File: src/rtl/prot_cfg_reg.sv
module prot_cfg_reg #(
  parameter int NREG = 5,
  localparam int RW = (NREG < 2) ? 1 : $clog2(NREG),
  localparam int W  = 3 * NREG + 3
) (
  input  logic          clk,
  input  logic          rst_n,
  input  logic          wr_en,
  input  logic          wr_ext,
  input  logic [W-1:0]  wr_data,
  input  logic          er_en,
  input  logic          er_ext,
  input  logic          er_chip,
  input  logic [RW-1:0] er_region,
  output logic [W-1:0]  prot_o,
  output logic          rej_o
);
  localparam int LOCK_B = 3 * NREG + 2;

  logic [W-1:0] q, d, blk_mask, wmask;
  logic         rej_q;

  wire region_ok = {1'b0, er_region} < (RW+1)'(NREG);
  wire erase_ok  = er_en & er_ext & (er_chip | region_ok);
  wire wr_ok     = wr_en & ~erase_ok & (wr_ext | q[LOCK_B]);
  wire wr_bad    = wr_en & (erase_ok | (~wr_ext & ~q[LOCK_B]));
  wire er_bad    = er_en & ~erase_ok;

  for (genvar g = 0; g < NREG; g++) begin : g_blk
    assign blk_mask[g]          = (er_region == RW'(g));
    assign blk_mask[NREG + g]   = (er_region == RW'(g));
    assign blk_mask[2*NREG + g] = (er_region == RW'(g));
  end
  assign blk_mask[W-1:3*NREG] = '0;

  assign wmask = wr_ext ? wr_data : (wr_data | (W'(1) << LOCK_B));

  always_comb begin
    d = q;
    if (erase_ok) d = er_chip ? '1 : (q | blk_mask);
    else if (wr_ok) d = q & wmask;
  end

  always_ff @(posedge clk or negedge rst_n) begin
    if (!rst_n) begin
      q     <= '1;
      rej_q <= 1'b0;
    end else begin
      q     <= d;
      rej_q <= rej_q | wr_bad | er_bad;
    end
  end

  assign prot_o = q;
  assign rej_o  = rej_q;
endmodule

File: config.mk
export PLATFORM = sky130hd
export DESIGN_NAME = prot_cfg_reg
export DESIGN_NICKNAME = d
export VERILOG_FILES = /design/src/rtl/prot_cfg_reg.sv
export SDC_FILE = /design/constraint.sdc
export NUM_CORES = 1
export LEC_CHECK = 0
export ABC_AREA = 1
export BUFFER_PORTS_ARGS = -buffer_cell sky130_fd_sc_hd__buf_2
export CORE_UTILIZATION = 49
export DETAILED_ROUTE_END_ITERATION = 10
export GPL_ROUTABILITY_DRIVEN = 1
export PLACE_DENSITY = 0.76
export SLEW_MARGIN = 10
export SYNTH_ARGS = -nofsm -noshare
export SYNTH_HDL_FRONTEND = slang
export SYNTH_SLANG_ARGS = --single-unit
File: constraint.sdc
create_clock -name clk -period 1.7 [get_ports clk]
set_clock_uncertainty 0.1 [all_clocks]
set_input_delay 0.085 -clock clk [delete_from_list [all_inputs] [get_ports clk]]
set_output_delay 0.085 -clock clk [all_outputs]
set_load 0.01 [all_outputs]
==> results of run 1 <==
-- cell type report --
cell class	count	area share
timing repair buffer	58	0.2060
inverter	12	0.02687
clock buffer	4	0.01567
multi-input combinational	126	0.4321
sequential	19	0.2970
tap	30	0.02239
-- worst paths after layout --
kind | start | endpoint | slack, ps | cells past startpoint
max | er_en | prot_o[7]$_DFFE_PN1P_ | 270 | 9
min | wr_data[5] | prot_o[5]$_DFFE_PN1P_ | -2 | 5
max reg2reg | prot_o[17]$_DFFE_PN1P_ | prot_o[7]$_DFFE_PN1P_ | 280 | 5
min reg2reg | rej_o$_DFF_PN0_ | rej_o$_DFF_PN0_ | 400 | 2
max in group asynchronous | rst_n | prot_o[16]$_DFFE_PN1P_ | 1020 | 2
min in group asynchronous | rst_n | rej_o$_DFF_PN0_ | 160 | 2
-- layer usage --
layer | vias up | GRT usage | wire, microns
met3 | 2 | 0.04802 | 134
met1 | 608 | 0.2757 | 1320
li1 | 667 | - | -
met5 | - | 0 | 0
met2 | 33 | 0.4280 | 1564
met4 | 0 | 0.04274 | 13
-- cells in the mapped netlist --
cell / count
nand2_1: 57
nor2_8: 1
a21oi_1: 2
nand2_8: 1
o21ai_1: 1
nand3_1: 15
buf_8: 1
dfstp_2: 18
a21boi_0: 1
nand2_2: 3
buf_2: 1
dfrtp_1: 1
clkbuf_1: 2
inv_2: 5
buf_4: 1
nand3b_1: 13
nand4_1: 3
nor2_1: 3
nor2_2: 1
buf_6: 2
nand3_2: 8
nand2_4: 1
o21ai_4: 1
inv_1: 7
o211ai_1: 15
-- power groups by stage --
| stage | Combinational, uW | Sequential [uW] | Clock [uW] |
|---|---|---|---|
| 4_1_cts | 519 | 680 | 236 |
| 5_1_grt | 580 | 694 | 258 |
| 6_report | 514 | 681 | 229 |
| 3_3_place_gp | 492 | 679 | 0 |
| 3_5_place_dp | 500 | 688 | 0 |
| 2_1_floorplan | 296 | 718 | 0 |
-- state kept, by name, indices dropped and copies added, names as in the netlist --
| signal | flops |
|---|---|
| prot_o | 18 |
| rej_o | 1 |
-- critical path, delay by kind of cell --
family	cells	cell delay [ps]
buf+inv	4	960
compound gates	1	150
simple gates	4	350
-- metrics by stage --
step                      area [sq um]  instances  setup WS, ps  power (uW)
after floorplan                   1325        164         412.8        1014
after global placement            1550        235         340.0        1171
after detailed placement          1550        235         316.3        1188
after CTS                         1677        249         289.6        1436
after global routing              1677        249         190.9        1533
final                             1677        249         270.0        1425
-- logic make-up after synthesis --
logic type             synth area share
AO/OA/AOI/OAI                    0.1143
flip-flops                       0.3758
AND/OR/NAND/NOR                  0.4325
buffers and inverters           0.07743
==> metrics.csv, run 1 <==
stage;metric;value;unit
die;Initial Utilization;0.5253;
timing;achievable clock frequency;699.3;MHz
timing;setup violators final;0;
yosys;area share of the largest cell type after synthesis;0.3569;
drt;Starting DRT DRC Count;24;
yosys;Synth area leader;dfstp_2;
setup_path;Worst Path Arrival;1570;ps
cts;Post-CTS Resized;0;
global_route;GR Util All Layers;0.2321;
cts;CTS Hold Buffers Added;10;
power;clock share of power;0.161;
yosys;Seq cells post-synth;19;
yosys;Mapped Cells;164;
placed_design;IO buf count;46;
global_route;largest net degree at the start of global routing;37;
setup_path;Worst Path Class, Setup;input port to flip-flop;
timing;final hold violation count;1;
outcome;violated checks;hold timing;
final_layout;commonest non-fill, non-tap cells in the layout;nand2_1, buf_2, dfstp_2, nand3_1, o211ai_1;
final_layout;fill count;230;
drt;drt via density;5.261;
power;static leakage;0.0008811;uW
timing;Tcrit/Tclk final;0.8412;
timing;Final TNS setup;0;ps
power;Flop pwr share;0.478;
power;maximum vdd drop;0.6202;mV
setup_path;startpoint types;input port;
final_layout;Seq. cell area;498.0;sq um
setup_path;CP dominant cell by count;nand2_1;
final_layout;layout cells sized above 1;0.4110;
die;Die Y;54;microns
placed_design;GPL Wtd Cong;0.7457;
timing;Hold Slack;-2.255;ps
setup_path;worst path cell trace;dlygate4sd3_1, buf_2, nand2_1, inv_2, nand2_8, o21ai_4, buf_4, nand3_1, nand2_1;
cts;register clock-pin slew on the reported worst setup and hold paths;110;ps
cts;Num CTS Buffers;3;
drt;post-route ant nets;0;
yosys;sequential-to-total area share from yosys stat;0.3758;
setup_path;WP data required;1840;ps
cts;Post-CTS Setup Bufs;0;
die;Top Ports;47;
yosys;Syn. warnings;0;
drt;overall routed net length;3032;microns
die;die area;2916;sq um
global_route;aggregate global routing overflow;0;
drt;first-pass iteration count of the detailed router;4;
power;Sw Pwr;510.5;uW
yosys;Synth cell types;25;
timing;RSZ-0062 raised after global routing;no;
cts;Clk Latency, worst-skew pair;290;ps
final_layout;final core occ;0.6647;
cts;Root Driver;clkbuf_4;
die;row count;18;
timing;Slew Viols, Final;0;
cts;htree depth;1;
yosys;mean post-synth cell area;8.079;sq um
placed_design;detailed placement HPWL;2201;microns
power;switching share of power;0.3584;
power;Comb pwr share;0.361;
cts;Sink Count;19;
final_layout;most common cell after layout, fill and taps aside;nand2_1;
timing;Slew @ Worst Pin;430.9;ps
cts;clk buf depth;2;
global_route;initial antenna violation count;0;
final_layout;Layout Nets;248;
drt;drt drc;0;
timing;Period minus WS final;1430;ps
flow_run;MaxCap Viol Count;0;
cts;CTS tree;built;
yosys;syn_nets;192;
yosys;Synth Cell Area;1325;sq um
timing;Worst slew margin;0.7127;
final_layout;Antenna Cells;0;
global_route;first-pass GRT wire length;4981;microns
setup_path;slowest cell delay on critical path;520;ps
global_route;vias in the first global route;1193;
drt;DR WL/cell;12.18;microns
hold_path;Hold Crit Class;input port to flip-flop;
die;Die Span X;54;microns
final_layout;area delta synth->final;26.53;%
yosys;Synth area leaders;dfstp_2, nand2_1, o211ai_1;
drt;via count;1310;
final_layout;area occupied by multi-input gates;724.4;sq um
setup_path;worst-path fanout max;36;
setup_path;Critical Path End Type;flip-flop;
power;Cell Int Power;914.0;uW
outcome;status;finished with violations;
die;Core Box Area;2522;sq um
power;pwr dens;849.6;nW/um^2
setup_path;Critical-path top delay cell;dlygate4sd3_1;
Note: power is estimated with default switching activity, not from simulation.
==> run 2: changes to the inputs <==
==> constraint.sdc (replaced) <==
create_clock -name clk -period 1.5 [get_ports clk]
set_clock_uncertainty 0.1 [all_clocks]
set_input_delay 0.075 -clock clk [delete_from_list [all_inputs] [get_ports clk]]
set_output_delay 0.075 -clock clk [all_outputs]
set_load 0.01 [all_outputs]
==> metrics.csv, run 2 (same netlist as run 1, synthesis figures left out) <==
stage;metric;value;unit;change
global_route;largest net degree at the start of global routing;37;;unchanged
timing;Period minus WS final;1352;ps;
cts;htree depth;1;;unchanged
drt;drt drc;0;;unchanged
power;clock share of power;0.159;;was 0.161
power;maximum vdd drop;0.8239;mV;was 0.6202 mV
power;switching share of power;0.3587;;was 0.3584
power;pwr dens;938.8;nW/um^2;was 849.6 nW/um^2
setup_path;Worst Path Class, Setup;input port to flip-flop;;unchanged
drt;DR WL/cell;12.43;microns;was 12.18 microns
setup_path;WP data required;1640;ps;was 1840 ps
placed_design;detailed placement HPWL;2238;microns;was 2201 microns
setup_path;Critical Path End Type;flip-flop;;unchanged
drt;drt via density;5.196;;was 5.261
power;static leakage;0.0009107;uW;was 0.0008811 uW
flow_run;MaxCap Viol Count;0;;unchanged
setup_path;slowest cell delay on critical path;520;ps;about the same
global_route;initial antenna violation count;0;;unchanged
final_layout;commonest non-fill, non-tap cells in the layout;nand2_1, buf_2, dfstp_2, dlygate4sd3_1;;was nand2_1, buf_2, dfstp_2, nand3_1, o211ai_1
hold_path;Hold Path Depth;5;;unchanged
timing;setup violators final;0;;unchanged
cts;Root Driver;clkbuf_4;;unchanged
final_layout;Layout Nets;254;;was 248
timing;Tcrit/Tclk final;0.9016;;
timing;Slew Viols, Final;0;;unchanged
setup_path;worst-path fanout max;36;;unchanged
timing;final hold violation count;0;;was 1
final_layout;most common cell after layout, fill and taps aside;nand2_1;;unchanged
die;row count;18;;unchanged
global_route;aggregate global routing overflow;0;;unchanged
setup_path;Reg2Reg Depth;5;;unchanged
setup_path;R2R Path End;prot_o[7]$_DFFE_PN1P_;;unchanged
setup_path;startpoint types;input port;;unchanged
timing;Slew @ Worst Pin;422.2;ps;was 430.9 ps
cts;register clock-pin slew on the reported worst setup and hold paths;100;ps;was 110 ps
placed_design;IO buf count;46;;unchanged
final_layout;fill count;212;;was 230
outcome;status;finished, final reports clean;;was finished with violations
die;die area;2916;sq um;unchanged
final_layout;max reg flops;18;;unchanged
drt;via count;1325;;was 1,310
setup_path;worst r2r src;prot_o[17]$_DFFE_PN1P_;;unchanged
setup_path;Worst Path Arrival;1490;ps;was 1570 ps
global_route;most used routing layer;met2;;unchanged
die;Top Ports;47;;unchanged
cts;Post-CTS Setup Bufs;0;;unchanged
setup_path;R2R Setup Slk;160;ps;was 280 ps
power;Sw Pwr;589.0;uW;was 510.5 uW
hold_path;worst hold path endpoint;prot_o[15]$_DFFE_PN1P_;;was prot_o[5]$_DFFE_PN1P_
global_route;met3 Usage GRT;0.02825;;was 0.04802
timing;Final TNS setup;0;ps;unchanged
final_layout;layout cells sized above 1;0.4000;;was 0.4110
die;Die Y;54;microns;unchanged
global_route;GR Util All Layers;0.2484;;was 0.2321
setup_path;worst path cell trace;dlygate4sd3_1, buf_2, nand2_1, inv_2, nand2_8, o21ai_4, buf_12, nand3_1, nand2_1;;was dlygate4sd3_1, buf_2, nand2_1, inv_2, nand2_8, o21ai_4, buf_4, nand3_1, nand2_1
cts;Num CTS Buffers;3;;unchanged
power;Cell Int Power;1053;uW;was 914.0 uW
final_layout;final core occ;0.6935;;was 0.6647
power;Comb pwr share;0.371;;was 0.361
hold_path;hold path startpoint;wr_data[15];;was wr_data[5]
placed_design;GPL Wtd Cong;0.7939;;was 0.7457
final_layout;area delta synth->final;32.01;%;was 26.53%
global_route;GR Util met2;0.4465;;was 0.4280
cts;Clk Latency, worst-skew pair;290;ps;about the same
setup_path;Critical Path Source;er_en;;unchanged
power;Final Power;1642;uW;was 1425 uW
global_route;first-pass GRT wire length;5285;microns;was 4981 microns
final_layout;Antenna Cells;0;;unchanged
timing;achievable clock frequency;739.4;MHz;
drt;post-route ant nets;0;;unchanged
global_route;vias in the first global route;1275;;was 1,193
setup_path;Critical-path top delay cell;dlygate4sd3_1;;unchanged
timing;Worst slew margin;0.7186;;was 0.7127
timing;Hold Slack;6.651;ps;was -2.255 ps
die;Initial Utilization;0.5253;;unchanged
cts;clk buf depth;2;;unchanged
cts;CTS tree;built;;unchanged
hold_path;Hold Crit Class;input port to flip-flop;;unchanged
drt;first-pass iteration count of the detailed router;4;;unchanged
drt;Starting DRT DRC Count;23;;was 24
die;Die Span X;54;microns;unchanged
setup_path;CP dominant cell by count;nand2_1;;unchanged
global_route;met1 Use GR;0.3009;;was 0.2757
cts;Sink Count;19;;unchanged
power;Flop pwr share;0.470;;was 0.478
die;Core Box Area;2522;sq um;unchanged
timing;RSZ-0062 raised after global routing;no;;unchanged
drt;overall routed net length;3170;microns;was 3032 microns
==> run 2: cell type report <==
cell class	instances	area, sq um	share of cell area
multi-input cells	126	724.4	0.4142
flip-flops and latches	19	498.0	0.2847
inverters	12	45.04	0.02575
repair buffers	64	417.9	0.2389
clock buffers	4	26.28	0.01502
well taps	30	37.54	0.02146
==> run 2: worst max path at each step <==
stage          cells past startpoint  slack (ps)                      to
3_3_place_gp                       5         220   prot_o[3]$_DFFE_PN1P_
3_5_place_dp                       5         180   prot_o[7]$_DFFE_PN1P_
5_1_grt                            9          70   prot_o[4]$_DFFE_PN1P_
6_report                           9         150   prot_o[7]$_DFFE_PN1P_
4_1_cts                            5         150   prot_o[7]$_DFFE_PN1P_
2_1_floorplan                      5         210  prot_o[10]$_DFFE_PN1P_
==> run 2: metal layers <==
metal  share of wire  vias to the layer above  routed length (microns)
met5               0                        -                        0
met1            0.43                      613                     1356
met3           0.044                        2                      140
met4          0.0054                        0                       17
li1                -                      676                        -
met2            0.52                       34                     1655
==> run 2: timing repair <==
item / 4_1_cts / 5_1_grt
endpoints found under the hold margin: 36 / 0
resized for setup: 0 / 0
setup endpoints to repair: 0 / 0
hold buffers: 16 / 0
==> run 2: power groups by stage <==
stage / logic [uW] / clock network, uW / registers (uW)
after detailed placement: 578 / 0 / 779
after CTS: 613 / 277 / 771
after global routing: 682 / 295 / 788
final: 609 / 262 / 772
after global placement: 566 / 0 / 768
after floorplan: 336 / 0 / 813
==> run 2: per-stage QoR <==
stage | cells | setup WS (ps) | instance area [sq um]
CTS | 255 | 150.4 | 1749
detailed placement | 235 | 177.8 | 1563
floorplan | 164 | 212.8 | 1325
global route | 255 | 67.27 | 1749
finish | 255 | 147.5 | 1749
global placement | 235 | 220.8 | 1563
==> run 2: worst max-delay path, delay by kind of cell <==
kind | cells | cell delay [ps]
simple gates | 4 | 370
compound gates | 1 | 120
buf+inv | 4 | 930
==> run 3: changes to the inputs <==
--- a/config.mk
+++ b/config.mk
@@ -5,12 +5,13 @@
 export SDC_FILE = /design/constraint.sdc
 export NUM_CORES = 1
 export LEC_CHECK = 0
-export ABC_AREA = 1
 export BUFFER_PORTS_ARGS = -buffer_cell sky130_fd_sc_hd__buf_2
-export CORE_UTILIZATION = 49
+export CELL_PAD_IN_SITES_DETAIL_PLACEMENT = 1
+export CELL_PAD_IN_SITES_GLOBAL_PLACEMENT = 1
+export CORE_UTILIZATION = 33
 export DETAILED_ROUTE_END_ITERATION = 10
 export GPL_ROUTABILITY_DRIVEN = 1
-export PLACE_DENSITY = 0.76
+export PLACE_DENSITY = 0.75
 export SLEW_MARGIN = 10
 export SYNTH_ARGS = -nofsm -noshare
 export SYNTH_HDL_FRONTEND = slang
==> metrics.csv, run 3 <==
stage;metric;value;unit;change
cts;CTS tree;built;;unchanged
final_layout;max reg flops;18;;unchanged
yosys;Synth Cell Area;964.7;sq um;was 1325 sq um
timing;achievable clock frequency;719.2;MHz;was 739.4 MHz
drt;post-route ant nets;0;;unchanged
timing;Tcrit/Tclk final;0.9270;;was 0.9016
timing;Period minus WS final;1390;ps;was 1352 ps
final_layout;Finished Cell Area;1451;sq um;was 1749 sq um
die;Core Box Area;2758;sq um;was 2522 sq um
global_route;vias in the first global route;1018;;was 1,275
power;pwr dens;981.0;nW/um^2;was 938.8 nW/um^2
drt;drt via density;5.161;;was 5.196
yosys;area share of the largest cell type after synthesis;0.4903;;was 0.3569
timing;RSZ-0062 raised after global routing;no;;unchanged
outcome;status;finished, final reports clean;;unchanged
yosys;Seq cells post-synth;19;;unchanged
die;Die Y;56.07;microns;was 54 microns
setup_path;startpoint types;flip-flop;;was input port
setup_path;worst-path fanout max;9;;was 36
drt;Starting DRT DRC Count;7;;was 23
drt;via count;960;;was 1,325
timing;setup violators final;0;;unchanged
drt;overall routed net length;2873;microns;was 3170 microns
die;die area;3143;sq um;was 2916 sq um
drt;DR WL/cell;15.45;microns;was 12.43 microns
placed_design;GPL Wtd Cong;0.7266;;was 0.7939
die;Initial Utilization;0.3498;;was 0.5253
setup_path;Critical Path End Type;flip-flop;;unchanged
yosys;Synth top cells by count;dfstp_2, nor3b_1, a21oi_1;;was nand2_1, dfstp_2, nand3_1, o211ai_1, nand3b_1
placed_design;post-placement cell area;1225;sq um;was 1563 sq um
yosys;Synth area leader;dfstp_2;;unchanged
final_layout;commonest non-fill, non-tap cells in the layout;buf_2, dlygate4sd3_1, dfstp_2, nor3b_1, a21oi_1;;was nand2_1, buf_2, dfstp_2, dlygate4sd3_1
power;static leakage;0.0006272;uW;was 0.0009107 uW
global_route;GR Util All Layers;0.1967;;was 0.2484
timing;Final TNS setup;0;ps;unchanged
hold_path;Hold Crit Class;input port to flip-flop;;unchanged
drt;first-pass iteration count of the detailed router;4;;unchanged
yosys;async set-reset flop share out of synthesis;1.000;;unchanged
timing;final hold violation count;0;;unchanged
final_layout;Layout Nets;184;;was 254
placed_design;detailed placement HPWL;1922;microns;was 2238 microns
die;row count;19;;was 18
cts;Root Driver;clkbuf_4;;unchanged
cts;Clk Latency, worst-skew pair;290;ps;about the same
yosys;count leader, synth;dfstp_2;;was nand2_1
timing;Worst slew margin;0.4815;;was 0.7186
final_layout;most common cell after layout, fill and taps aside;buf_2;;was nand2_1
setup_path;WP data required;1600;ps;was 1640 ps
yosys;mean post-synth cell area;11.09;sq um;was 8.079 sq um
cts;htree depth;1;;unchanged
yosys;Synth cell types;25;;unchanged
timing;Slew @ Worst Pin;777.2;ps;was 422.2 ps
global_route;first-pass GRT wire length;4754;microns;was 5285 microns
cts;clk buf depth;2;;unchanged
setup_path;Worst Path Class, Setup;flip-flop to flip-flop;;was input port to flip-flop
cts;Sink Count;19;;unchanged
global_route;largest net degree at the start of global routing;20;;was 37
final_layout;area delta synth->final;50.45;%;was 32.01%
timing;Hold Slack;13.46;ps;was 6.651 ps
final_layout;layout cells sized above 1;0.4710;;was 0.4000
yosys;Synth area leaders;dfstp_2, nor3b_1, a2bb2oi_1;;was dfstp_2, nand2_1, o211ai_1
die;Die Span X;56.07;microns;was 54 microns
power;maximum vdd drop;0.5726;mV;was 0.8239 mV
global_route;initial antenna violation count;0;;unchanged
final_layout;Antenna Cells;0;;unchanged
yosys;number of synthesized flops with an enable pin;0;;unchanged
yosys;sequential-to-total area share from yosys stat;0.5162;;was 0.3758
cts;Post-CTS Setup Bufs;0;;unchanged
setup_path;Worst Path Arrival;1490;ps;about the same
flow_run;MaxCap Viol Count;0;;unchanged
yosys;Syn. warnings;0;;unchanged
placed_design;IO buf count;46;;unchanged
global_route;aggregate global routing overflow;0;;unchanged
yosys;Mapped Cells;87;;was 164
timing;Slew Viols, Final;0;;unchanged
die;Top Ports;47;;unchanged
yosys;top_reg_cell synth;dfstp_2;;unchanged
cts;Num CTS Buffers;3;;unchanged
yosys;syn_nets;115;;was 192
drt;drt drc;0;;unchanged
cts;register clock-pin slew on the reported worst setup and hold paths;120;ps;was 100 ps
run 3: cell types whose count changed after synthesis, moves of 3 or more:
cell,before,now
nand4_1,3,0
nand3_2,8,0
nand2_1,57,2
nand2_2,3,0
a2bb2oi_1,0,9
inv_2,5,0
nand3b_1,13,0
nor3b_1,0,17
o211ai_1,15,0
inv_1,7,1
a21oi_1,2,11
a211oi_1,0,6
nand3_1,15,0
run 3: cell families (layout without fill, tap and decap cells):
group | count (synthesis) | in the layout | share of synthesized area
buffers and inverters | 5 | 73 | 0.02852
AND/OR/NAND/NOR | 32 | 32 | 0.2270
flip-flops | 19 | 19 | 0.5162
AO/OA/AOI/OAI | 31 | 31 | 0.2283
run 3: worst paths after layout:
kind | startpoint | end | slack, ps | depth (start not counted)
max | prot_o[17]$_DFFE_PN1P_ | rej_o$_DFF_PN0_ | 110 | 4
min | wr_data[12] | prot_o[12]$_DFFE_PN1P_ | 10 | 3
max reg2reg | prot_o[17]$_DFFE_PN1P_ | rej_o$_DFF_PN0_ | 110 | 4
min reg2reg | rej_o$_DFF_PN0_ | rej_o$_DFF_PN0_ | 410 | 1
max in group asynchronous | rst_n | prot_o[16]$_DFFE_PN1P_ | 830 | 2
min in group asynchronous | rst_n | rej_o$_DFF_PN0_ | 130 | 2
run 3: what timing repair did:
action	CTS	global route
gates resized for setup	0	0
hold endpoints to repair	37	0
hold buffers	20	0
run 3: where the power goes:
part	internal [uW]	total [uW]	leakage, uW	switching, uW
sequential	675	726	0.000198	50.7
clock	104	261	0.0000150	158
combinational	222	437	0.000414	215
total	1000	1420	0.000627	423
run 3: final cells by class:
| type | count | area [sq um] |
|---|---|---|
| clock buffers | 4 | 26.28 |
| fillers | 320 | 1306 |
| inverters | 1 | 3.754 |
| multi-input cells | 63 | 439.2 |
| flip-flops and latches | 19 | 498.0 |
| well taps | 31 | 38.79 |
| repair buffers | 68 | 445.4 |
run 3: per-stage QoR:
step,power (uW),cells,utilization,worst slack [ps]
finish,1424,186,0.5263,109.5
floorplan,944.5,87,-,237.2
detailed placement,1133,162,0.4442,103.2
CTS,1438,186,0.5263,101.9
global route,1509,186,0.5263,42.92
global placement,1120,162,0.4442,149.4
run 3: critical path, stage by stage, from the launching register on:
cell	delay, ps
dfstp_2	570
nor2_2	50
buf_4	160
o21a_1	170
a211o_1	260
run 3: routing by layer:
layer / track usage / routed length (microns) / vias up
met5: 0 / 0 / -
met4: 0.03136 / 13 / 0
met3: 0.05349 / 112 / 2
met2: 0.3350 / 1411 / 21
met1: 0.2541 / 1335 / 468
li1: - / - / 469
